File: src/rtl/frm_pkg.sv
package frm_pkg;

    localparam int BLK_MIN = 4;
    localparam int BLK_MAX = 39;
    localparam int OVH     = 3;

    localparam logic [7:0] FLG_CMD = 8'h66;
    localparam logic [7:0] FLG_XMT = 8'h99;
    localparam logic [7:0] FLG_SLP = 8'hCC;

    localparam logic [7:0] ST_WAKE = 8'h11;
    localparam logic [7:0] ST_EXEC = 8'h0F;
    localparam logic [7:0] ST_COMM = 8'hFF;

    localparam logic [15:0] CRC_POLY = 16'h8005;

    typedef enum logic [1:0] {RPL_NONE, RPL_WAIT, RPL_READY} rpl_e;
    typedef enum logic [1:0] {RXE_NONE, RXE_GOOD, RXE_BAD} rx_evt_e;

    // one byte through the serial CRC, least significant bit first
    function automatic logic [15:0] crc16_step(input logic [15:0] c, input logic [7:0] b);
        logic [15:0] r;
        logic        fb;
        r = c;
        for (int i = 0; i < 8; i++) begin
            fb = r[15] ^ b[i];
            r  = {r[14:0], 1'b0};
            if (fb) r = r ^ CRC_POLY;
        end
        return r;
    endfunction

endpackage

File: src/rtl/frm_rx.sv
module frm_rx
    import frm_pkg::*;
#(
    parameter int MIN_LEN = BLK_MIN,
    parameter int MAX_LEN = BLK_MAX,
    localparam int PKT_MAX = MAX_LEN - OVH,
    localparam int PIDX_W  = $clog2(PKT_MAX),
    localparam int PLEN_W  = $clog2(PKT_MAX + 1)
) (
    input  logic                  clk,
    input  logic                  rst,
    input  logic                  clear_i,
    input  logic                  start_i,
    input  logic [7:0]            byte_i,
    input  logic                  valid_i,
    output logic                  active_o,
    output rx_evt_e               evt_o,
    output logic [PLEN_W-1:0]     len_o,
    output logic [PKT_MAX*8-1:0]  data_o
);

    logic [7:0]  idx_q;
    logic [7:0]  cnt_q;
    logic [7:0]  lo_q;
    logic [15:0] crc_q;
    logic [7:0]  mem_q [PKT_MAX];
    logic        in_pkt;
    logic [PIDX_W-1:0] widx;

    always_comb begin
        in_pkt = (idx_q != 8'd0) && (idx_q <= cnt_q - 8'd3);
        widx   = PIDX_W'(idx_q - 8'd1);
    end

    always_ff @(posedge clk) begin
        if (rst || clear_i) begin
            active_o <= 1'b0;
            evt_o    <= RXE_NONE;
            idx_q    <= '0;
            cnt_q    <= '0;
            lo_q     <= '0;
            crc_q    <= '0;
            len_o    <= '0;
        end else begin
            evt_o <= RXE_NONE;
            if (start_i) begin
                active_o <= 1'b1;
                idx_q    <= '0;
                crc_q    <= '0;
            end else if (active_o && valid_i) begin
                if (idx_q == 8'd0) begin
                    cnt_q <= byte_i;
                    if (byte_i < 8'(MIN_LEN) || byte_i > 8'(MAX_LEN)) begin
                        active_o <= 1'b0;
                        evt_o    <= RXE_BAD;
                    end else begin
                        crc_q <= crc16_step(16'h0000, byte_i);
                        idx_q <= 8'd1;
                    end
                end else if (in_pkt) begin
                    crc_q <= crc16_step(crc_q, byte_i);
                    idx_q <= idx_q + 8'd1;
                end else if (idx_q == cnt_q - 8'd2) begin
                    lo_q  <= byte_i;
                    idx_q <= idx_q + 8'd1;
                end else begin
                    active_o <= 1'b0;
                    idx_q    <= '0;
                    if ({byte_i, lo_q} == crc_q) begin
                        evt_o <= RXE_GOOD;
                        len_o <= PLEN_W'(cnt_q - 8'd3);
                    end else begin
                        evt_o <= RXE_BAD;
                    end
                end
            end
        end
    end

    always_ff @(posedge clk) begin
        if (active_o && valid_i && !start_i && in_pkt) mem_q[widx] <= byte_i;
    end

    for (genvar g = 0; g < PKT_MAX; g++) begin : g_flat
        assign data_o[g*8 +: 8] = mem_q[g];
    end


    count_range_chk: assert property (@(posedge clk) disable iff (rst || clear_i)
        (active_o && valid_i && !start_i && idx_q == 8'd0 &&
         (byte_i < 8'(MIN_LEN) || byte_i > 8'(MAX_LEN)))
        |=> (evt_o == RXE_BAD && !active_o));

endmodule

File: src/rtl/frm_tx.sv
module frm_tx
    import frm_pkg::*;
#(
    parameter int RSP_MAX = 4,
    localparam int LEN_W  = $clog2(RSP_MAX + 1),
    localparam int RIDX_W = (RSP_MAX > 1) ? $clog2(RSP_MAX) : 1
) (
    input  logic                  clk,
    input  logic                  rst,
    input  logic                  clear_i,
    input  logic                  start_i,
    input  logic [LEN_W-1:0]      len_i,
    input  logic [RSP_MAX*8-1:0]  data_i,
    input  logic                  ready_i,
    output logic [7:0]            byte_o,
    output logic                  valid_o
);

    logic [7:0]  idx_q;
    logic [15:0] crc_q;
    logic [7:0]  len8;
    logic [7:0]  total;
    logic [7:0]  rb [RSP_MAX];

    for (genvar g = 0; g < RSP_MAX; g++) begin : g_bytes
        assign rb[g] = data_i[g*8 +: 8];
    end

    always_comb begin
        len8  = 8'(len_i);
        total = len8 + 8'd3;
        if (idx_q == 8'd0)              byte_o = total;
        else if (idx_q <= len8)         byte_o = rb[RIDX_W'(idx_q - 8'd1)];
        else if (idx_q == len8 + 8'd1)  byte_o = crc_q[7:0];
        else                            byte_o = crc_q[15:8];
    end

    always_ff @(posedge clk) begin
        if (rst || clear_i) begin
            valid_o <= 1'b0;
            idx_q   <= '0;
            crc_q   <= '0;
        end else if (!valid_o && start_i) begin
            valid_o <= 1'b1;
            idx_q   <= '0;
            crc_q   <= '0;
        end else if (valid_o && ready_i) begin
            if (idx_q <= len8) crc_q <= crc16_step(crc_q, byte_o);
            if (idx_q == total - 8'd1) valid_o <= 1'b0;
            else                       idx_q   <= idx_q + 8'd1;
        end
    end


    hold_chk: assert property (@(posedge clk) disable iff (rst || clear_i)
        (valid_o && !ready_i) |=> (valid_o && $stable(byte_o)));


    first_count_chk: assert property (@(posedge clk) disable iff (rst)
        $rose(valid_o) |-> (byte_o == 8'(len_i) + 8'd3));

endmodule

File: src/rtl/cmd_block_framer.sv
module cmd_block_framer
    import frm_pkg::*;
#(
    parameter int RSP_MAX = 4,
    parameter int MIN_LEN = BLK_MIN,
    parameter int MAX_LEN = BLK_MAX,
    localparam int PKT_MAX = MAX_LEN - OVH,
    localparam int PLEN_W  = $clog2(PKT_MAX + 1),
    localparam int LEN_W   = $clog2(RSP_MAX + 1),
    localparam int RSP_W   = RSP_MAX * 8
) (
    input  logic                  clk,
    input  logic                  rst,
    input  logic                  wake_i,
    input  logic [7:0]            rx_byte_i,
    input  logic                  rx_valid_i,
    output logic [7:0]            tx_byte_o,
    output logic                  tx_valid_o,
    input  logic                  tx_ready_i,
    output logic [PKT_MAX*8-1:0]  pkt_data_o,
    output logic [PLEN_W-1:0]     pkt_len_o,
    output logic                  pkt_valid_o,
    input  logic [RSP_W-1:0]      rsp_data_i,
    input  logic [LEN_W-1:0]      rsp_len_i,
    input  logic                  rsp_valid_i,
    input  logic                  exec_err_i,
    output logic                  sleep_o
);

    rpl_e             kind_q;
    logic [LEN_W-1:0] rlen_q;
    logic [RSP_W-1:0] rdat_q;
    rx_evt_e          rx_evt;
    logic             rx_act;
    logic             flag_ok, cmd_go, xmt_go, slp_go;

    always_comb begin
        flag_ok = rx_valid_i && !rx_act && !tx_valid_o && !wake_i;
        cmd_go  = flag_ok && (rx_byte_i == FLG_CMD);
        xmt_go  = flag_ok && (rx_byte_i == FLG_XMT) && (kind_q == RPL_READY);
        slp_go  = flag_ok && (rx_byte_i == FLG_SLP);
    end

    frm_rx #(.MIN_LEN(MIN_LEN), .MAX_LEN(MAX_LEN)) u_rx (
        .clk      (clk),
        .rst      (rst),
        .clear_i  (wake_i),
        .start_i  (cmd_go),
        .byte_i   (rx_byte_i),
        .valid_i  (rx_valid_i),
        .active_o (rx_act),
        .evt_o    (rx_evt),
        .len_o    (pkt_len_o),
        .data_o   (pkt_data_o)
    );

    frm_tx #(.RSP_MAX(RSP_MAX)) u_tx (
        .clk     (clk),
        .rst     (rst),
        .clear_i (wake_i),
        .start_i (xmt_go),
        .len_i   (rlen_q),
        .data_i  (rdat_q),
        .ready_i (tx_ready_i),
        .byte_o  (tx_byte_o),
        .valid_o (tx_valid_o)
    );

    assign pkt_valid_o = (rx_evt == RXE_GOOD);

    always_ff @(posedge clk) begin
        if (rst) begin
            kind_q  <= RPL_NONE;
            rlen_q  <= '0;
            rdat_q  <= '0;
            sleep_o <= 1'b0;
        end else begin
            sleep_o <= slp_go;
            if (wake_i) begin
                kind_q <= RPL_READY;
                rlen_q <= LEN_W'(1);
                rdat_q <= RSP_W'(ST_WAKE);
            end else if (slp_go || cmd_go) begin
                kind_q <= RPL_NONE;
            end else if (rx_evt == RXE_BAD) begin
                kind_q <= RPL_READY;
                rlen_q <= LEN_W'(1);
                rdat_q <= RSP_W'(ST_COMM);
            end else if (rx_evt == RXE_GOOD) begin
                kind_q <= RPL_WAIT;
            end else if (kind_q == RPL_WAIT && exec_err_i) begin
                kind_q <= RPL_READY;
                rlen_q <= LEN_W'(1);
                rdat_q <= RSP_W'(ST_EXEC);
            end else if (kind_q == RPL_WAIT && rsp_valid_i) begin
                kind_q <= RPL_READY;
                rlen_q <= rsp_len_i;
                rdat_q <= rsp_data_i;
            end
        end
    end


    busy_ignore_chk: assert property (@(posedge clk) disable iff (rst)
        (kind_q == RPL_WAIT && rx_valid_i && rx_byte_i == FLG_XMT) |=> !tx_valid_o);


    sleep_src_chk: assert property (@(posedge clk) disable iff (rst)
        sleep_o |-> $past(rx_valid_i && rx_byte_i == FLG_SLP));


    pkt_pulse_chk: assert property (@(posedge clk) disable iff (rst)
        pkt_valid_o |=> !pkt_valid_o);

endmodule

File: config.mk
export PLATFORM = sky130hd
export DESIGN_NAME = cmd_block_framer
export DESIGN_NICKNAME = d
export VERILOG_FILES = /design/src/rtl/frm_pkg.sv /design/src/rtl/frm_rx.sv /design/src/rtl/frm_tx.sv /design/src/rtl/cmd_block_framer.sv
export SDC_FILE = /design/constraint.sdc
export NUM_CORES = 1
export LEC_CHECK = 0
export ABC_AREA = 0
export BUFFER_PORTS_ARGS = -buffer_cell sky130_fd_sc_hd__buf_2
export CAP_MARGIN = 10
export CORE_MARGIN = 2
export CORE_UTILIZATION = 50
export CTS_CLUSTER_DIAMETER = 40
export CTS_CLUSTER_SIZE = 12
export DETAILED_ROUTE_END_ITERATION = 6
export PLACE_DENSITY = 0.77
export SLEW_MARGIN = 10
export SYNTH_ARGS = -nofsm -noshare
export SYNTH_HDL_FRONTEND = slang
export SYNTH_SLANG_ARGS = --single-unit
File: constraint.sdc
create_clock -name clk -period 5.67 [get_ports clk]
set_clock_uncertainty 0.15 [all_clocks]
set_input_delay 0.567 -clock clk [delete_from_list [all_inputs] [get_ports clk]]
set_output_delay 0.567 -clock clk [all_outputs]
set_load 0.01 [all_outputs]
======== After elaboration in Yosys (flattened, before gate mapping) ========
Memory sizes are Yosys's and may differ from the RTL's.
Index checks and enable logic that the tools add are counted.
operators by class
  add/sub/neg operators ................... 9
  order comparisons ....................... 5
  equality and inequality tests ........... 18
  muxes and demuxes ....................... 169
  bitwise operators ....................... 54
  reduce and logical (&&, ||, !) cells .... 49
operators by type and width
  kind                   number
  $mux W16               125
  $mux W32               4
  $mux W8                9
  $not A3 Y3             23
  $xor A1 B1 Y1          23
  $mux W2                11
  $add A8 B1 Y8 const B  2
  $bmux W8 S2            1
  $eq A16 B16 Y1         1
  $eq A8 B8 Y1           2
  $eq A8 B8 Y1 const B   2
  $logic_not A8 Y1       2
  $sub A8 B2 Y8 const B  2
  $logic_and A1 B1 Y1    15
  $mux W1                13
  $mux W3                4
  $reduce_and A3 Y1      4
  $mux W5                2
  $eq A8 B4 Y1           1
  $eq A8 B7 Y1 const B   1
  $gt A8 B6 Y1 const B   1
  $le A8 B3 Y1           1
  $le A8 B8 Y1           1
  $lt A8 B3 Y1 const B   1
  28 further kinds       53
word-level totals
  flip-flop bits (word level) ............. 112
  RAM bits ................................ 288
  input bits .............................. 50
  output and inout port bits .............. 305
  logic and storage cells ................. 322
  memories kept ........................... 1
memory list
  name        words  bits a word  read ports  clocked after Yosys merged registers in  wr ports  RTL line      text
  u_rx.mem_q  36     8            36          0                                        1         frm_rx.sv:26  logic [7:0] mem_q [PKT_MAX];

======== Longest topological paths before layout ========
  word-level depth ........................ 54
  mapped depth ............................ 16

======== Cells and area by module ========
A second synthesis with hierarchy kept.
second synthesis, totals
  cells, all modules ...................... 1221
  area, all modules ....................... 16330.7 µm²
by module, submodules not included
  module            times used  cells an instance  area an instance (µm²)
  frm_rx            1           758                12294.3
  frm_tx            1           237                2038.2
  cmd_block_framer  1           226                1998.2

======== Least setup slack after synthesis ========
OpenSTA, ideal clock, no wires.
  path type ............................... register -> register
  start ................................... register rlen_q[0]
  end ..................................... register u_tx.crc_q[0]
  setup time .............................. 96 ps
  arrival time ............................ 3626 ps
  required time ........................... 5424 ps
  path slack .............................. 1798 ps
  cell stages (with the launch flop) ...... 13
  period minus slack after synthesis ...... 3872 ps
  cells stage by stage .................... dfxtp_1 inv_1 ha_1 xor2_1 a2111o_1 buf_6 mux2i_1 a211oi_1 xnor2_1 xnor2_1 xnor3_1 or4b_1 o311ai_1
on the way
  elaborated cells between the ends (all ways) .. 52
RTL lines
  what                    RTL line                text
  start, declared         cmd_block_framer.sv:31  logic [LEN_W-1:0] rlen_q;
  start signal, assigned  cmd_block_framer.sv:97  rlen_q <= rsp_len_i;
  $add A3 B1 Y4           frm_tx.sv:34            else if (idx_q == len8 + 8'd1) byte_o = crc_q[7:0];
  $eq A8 B4 Y1            frm_tx.sv:34
  $mux W8                 frm_tx.sv:34
  $mux W8                 frm_tx.sv:33            else if (idx_q <= len8) byte_o = rb[RIDX_W'(idx_q - 8'd1)];
  $mux W8 (*)             frm_tx.sv:32            if (idx_q == 8'd0) byte_o = total;
  net tx_byte_o[2]        cmd_block_framer.sv:17  output logic [7:0] tx_byte_o,
  $xor A1 B1 Y1 (*)       frm_pkg.sv:26           fb = r[15] ^ b[i];
  $mux W16 (*)            frm_pkg.sv:28           if (fb) r = r ^ CRC_POLY;
  [... 22 more ...]       --
  $xor A1 B1 Y1 (*)       frm_pkg.sv:26
  $mux W16 (*)            frm_pkg.sv:28
  $mux W16 (*)            frm_tx.sv:48            if (idx_q <= len8) crc_q <= crc16_step(crc_q, byte_o);
  $mux W16 (*)            frm_tx.sv:47            end else if (valid_o && ready_i) begin
  $mux W16 (*)            frm_tx.sv:43            end else if (!valid_o && start_i) begin
  $mux W16 (*)            frm_tx.sv:39            if (rst || clear_i) begin
  $xor A1 B1 Y1 (*)       frm_pkg.sv:26
  $mux W16 (*)            frm_pkg.sv:28
  end signal, assigned    frm_tx.sv:48
  end, declared           frm_tx.sv:20            logic [15:0] crc_q;
Mark *: on every way through the listed nets, which the timed path passes. The rest lies on a longest branch. The select of a mux whose other input is x is not followed.
A chain may end at the register's enable or synchronous reset.

======== Worst setup path after layout ========
  start ................................... register rlen_q[0]
  end ..................................... register u_tx.crc_q[0]
on the way
  word-level cells in the longest chain between the ends .. 49
  elaborated cells between the ends (all ways) .. 52
ends and longest elaborated chain
  what               RTL line
  $add A3 B1 Y4      frm_tx.sv:34
  $eq A8 B4 Y1       frm_tx.sv:34
  $mux W8            frm_tx.sv:34
  $mux W8            frm_tx.sv:33
  $mux W8            frm_tx.sv:32
  $xor A1 B1 Y1      frm_pkg.sv:26
  $mux W16           frm_pkg.sv:28
  $mux W16           frm_tx.sv:48
  [... 33 more ...]  --
  $xor A1 B1 Y1      frm_pkg.sv:26
  $mux W16           frm_pkg.sv:28
  $mux W16           frm_tx.sv:48
  $mux W16           frm_tx.sv:47
  $mux W16           frm_tx.sv:43
  $mux W16           frm_tx.sv:39
  $xor A1 B1 Y1      frm_pkg.sv:26
  $mux W16           frm_pkg.sv:28
Several ways; a longest one is shown, not always the timed one. The select of a mux whose other input is x is not followed.

==> summary.md <==
| Metric | Value |
|---|---|
| Area Overhead vs Synth | `23.5%` |
| Clk buf depth | `3` |
| Critical Path Sink Type | `register` |
| Post-CTS Setup Inserts | `0` |
| Synth async-reset ratio | `0%` |
| Reg power frac | `50.1%` |
| Final setup viols | `0` |
| Synth Cell Area | `0.0156 sq mm` |
| Most frequent cells in the layout | `buf_2, edfxtp_1, nor2_1, dfxtp_1, nand2_1` |
| CP required | `5.97 ns` |
| Post-Syn Nets | `1254` |
| Slew @ Worst Pin | `1.16 ns` |
| Outcome | `completed` |
| Reg2reg start | `rlen_q[0]` |
| Number of buffers created by CTS | `46` |
| GPL Wtd Cong | `0.885` |
| Core area | `0.0306 sq mm` |
| Max Cap Viol | `0` |
| Hold Vio Cnt, Final | `0` |
| Drt wl/cell | `21.1 um` |
| Post-CTS resize count | `0` |
| Antenna Violating Nets Remaining | `0` |
| Layout cells sized above 1 | `28.7%` |
| Final Cell Area | `0.0192 sq mm` |
| Die W | `180 um` |
| Row count | `64` |
| Fin crit period | `4.18 ns` |
| Leakage | `7.30 nW` |
| Post-layout util | `62.8%` |
| Worst R2R End | `u_tx.crc_q[0]` |
| Setup TNS Final | `0 ns` |
| Combinational fraction of design power | `3.1%` |
| Crit. Startpoint | `rlen_q[0]` |
| Residual DRC | `0` |
| Pwr dens | `325 mW/mm^2` |
| DP HPWL | `28500 um` |
| Mapped Cells | `1165` |
| IO buf count | `354` |
| Hold WS | `0.141 ns` |
| Worst Setup EP | `u_tx.crc_q[0]` |
| FMAX | `239 MHz` |
| H-tree depth | `2` |
| RSZ-0062 raised after global routing | `no` |
| Root buf cell | `clkbuf_16` |
| Slew headroom | `22.9%` |
| YS warnings | `0` |
| Hold Path Class | `in -> reg` |
| Total number of vias | `10800` |
| P_int | `4.94 mW` |
| Clock power frac | `46.8%` |
| CTS tree | `built` |
| Fin. max-slew vios | `0` |
| First-pass GRT wire length | `61900 um` |
| Yosys cell types | `54` |
| I/O Pins | `355` |
| Initial Utilization | `50.9%` |
| Yosys reg bits | `400` |
| Net Sw Frac | `20.9%` |
| Placement Cell Area | `0.0177 sq mm` |
| # hold bufs at CTS | `0` |
| Dominant synthesized flop cell | `edfxtp_1` |
| CP Max Fanout | `10` |
| Path depth of the worst reg2reg path | `11` |
| Clock Pin Slew Worst Setup and Hold Paths | `0.05 ns` |
| WL final | `41500 um` |
| Vias in the first global route | `10300` |
| Reg2reg setup slack | `1.49 ns` |
| Post-synth EDFFs | `288` |
| CP Launch Type | `register` |
| Most common cell after layout, fill and taps aside | `buf_2` |
| Grt total ovfl | `0` |
| 1st-pass router iterations | `5` |
| CP arrival | `4.48 ns` |
| Sw power | `1.30 mW` |
| Largest net degree at the start of global routing | `57` |
| Die Ht | `180 um` |
| Syn avg cell area | `13.4 sq um` |
| Via density | `5.52` |
| NumNets Final | `1615` |
| Die area | `0.0325 sq mm` |
| Fin crit share | `73.7%` |
| Seq/Total Area, Yosys | `70.0%` |
| Total GRT Usage | `24.6%` |
| Maximum vdd drop | `0.360 mV` |
| Crit Path Class | `reg -> reg` |
| Starting DRT DRC Count | `957` |
| Clock Latency Late Sink | `0.55 ns` |
| CTS sink cnt | `400` |
| Antenna violations before repair | `3` |
-- kinds of logic (layout without fill, tap and decap cells) --
group	count (synthesis)	after routing	synth area share [%]
buf+inv	81	478	2.12
flops	400	400	70.0
fa+ha+maj	39	39	3.14
simple gates	357	357	10.4
xor+xnor	103	103	5.98
mux	27	27	2.38
compound gates	158	158	5.94
other cells	0	3	0
-- through the flow --
stage / std cells / worst slack, ns / power [mW]
2_1_floorplan: 1165 / 1.80 / 3.30
3_3_place_gp: 1874 / 1.65 / 3.38
3_5_place_dp: 1874 / 1.47 / 3.39
4_1_cts: 1958 / 1.48 / 6.27
5_1_grt: 1961 / 1.22 / 6.41
6_report: 1961 / 1.49 / 6.25
-- routing by layer --
layer,up-vias,global-route usage (%),part of all wire (%)
met3,91,4.53,7.8
met2,547,41.3,50
met1,5271,31.9,39
met5,-,0,0
li1,4912,-,-
met4,0,9.61,3.7
-- power groups by stage --
| stage | registers (mW) | clock network [mW] | logic, mW |
|---|---|---|---|
| 2_1_floorplan | 3.20 | 0 | 0.101 |
| 3_3_place_gp | 3.19 | 0 | 0.187 |
| 3_5_place_dp | 3.20 | 0 | 0.190 |
| 4_1_cts | 3.13 | 2.95 | 0.191 |
| 5_1_grt | 3.13 | 3.08 | 0.207 |
| 6_report | 3.13 | 2.92 | 0.193 |
-- worst min path at each step --
stage                         from          to  slack (ns)  cells after the start
floorplan               rdat_q[10]  rdat_q[10]        0.28                      2
global placement        rdat_q[16]  rdat_q[16]        0.29                      2
detailed placement       rdat_q[8]   rdat_q[8]        0.30                      2
CTS                   rsp_len_i[2]   rlen_q[2]        0.12                      3
global route        rsp_data_i[29]  rdat_q[29]        0.14                      3
finish              rsp_data_i[29]  rdat_q[29]        0.14                      3
-- synth_stat cells, types with 3 or more instances --
cell / number / area, sq um
nor2b_1: 5 / 31.3
xor2_1: 37 / 324
o211ai_1: 3 / 22.5
nand2_1: 94 / 353
buf_1: 6 / 22.5
inv_1: 30 / 113
a22oi_1: 5 / 37.5
ha_1: 39 / 488
nand3_1: 49 / 245
o21a_1: 6 / 45.0
nand3b_1: 3 / 22.5
a21oi_1: 88 / 440
nor4_1: 8 / 50.1
buf_6: 3 / 33.8
xnor2_1: 63 / 552
nor3_1: 22 / 110
a211oi_1: 13 / 97.6
mux4_2: 8 / 180
o21ai_0: 22 / 110
and3_1: 8 / 50.1
clkbuf_1: 40 / 150
nor2_1: 127 / 477
or2_2: 3 / 18.8
or3_1: 7 / 43.8
nand4_1: 9 / 56.3
edfxtp_1: 288 / 8650
and2_1: 4 / 25.0
a31oi_1: 6 / 37.5
nor3b_1: 4 / 30.0
mux2i_1: 19 / 190
dfxtp_1: 112 / 2240
-- registers in the layout (all words and copies together) (netlist names) --
register / cells
u_tx.idx_q: 8
u_tx.crc_q: 16
u_rx.evt_o: 2
u_rx.active_o: 1
rdat_q: 32
rlen_q: 3
u_rx.crc_q: 16
u_tx.valid_o: 1
u_rx.lo_q: 8
u_rx.len_o: 6
u_rx.idx_q: 8
u_rx.cnt_q: 8
sleep_o: 1
u_rx.mem_q: 288
kind_q: 2
-- worst max-delay path, stage by stage, from the launching register on --
cell and delay, ns:
dfxtp_1 0.55, inv_1 0.13, ha_1 0.39, xor2_1 0.21, a2111o_1 0.62, a221oi_2 0.35
o22ai_1 0.15, xor2_1 0.31, xnor2_2 0.17, xnor3_1 0.50, or4b_1 0.49, o311ai_1 0.09
-- layout make-up --
| cell class | instances | area (sq um) |
|---|---|---|
| Sequential cell | 400 | 10900 |
| Multi-Input combinational cell | 684 | 4350 |
| Fill cell | 2269 | 11400 |
| Antenna cell | 3 | 7.51 |
| Tap cell | 396 | 495 |
| Clock inverter | 20 | 267 |
| Timing Repair Buffer | 364 | 1850 |
| Inverter | 30 | 113 |
| Clock buffer | 64 | 1250 |
Power figures use the tool's default switching activity.
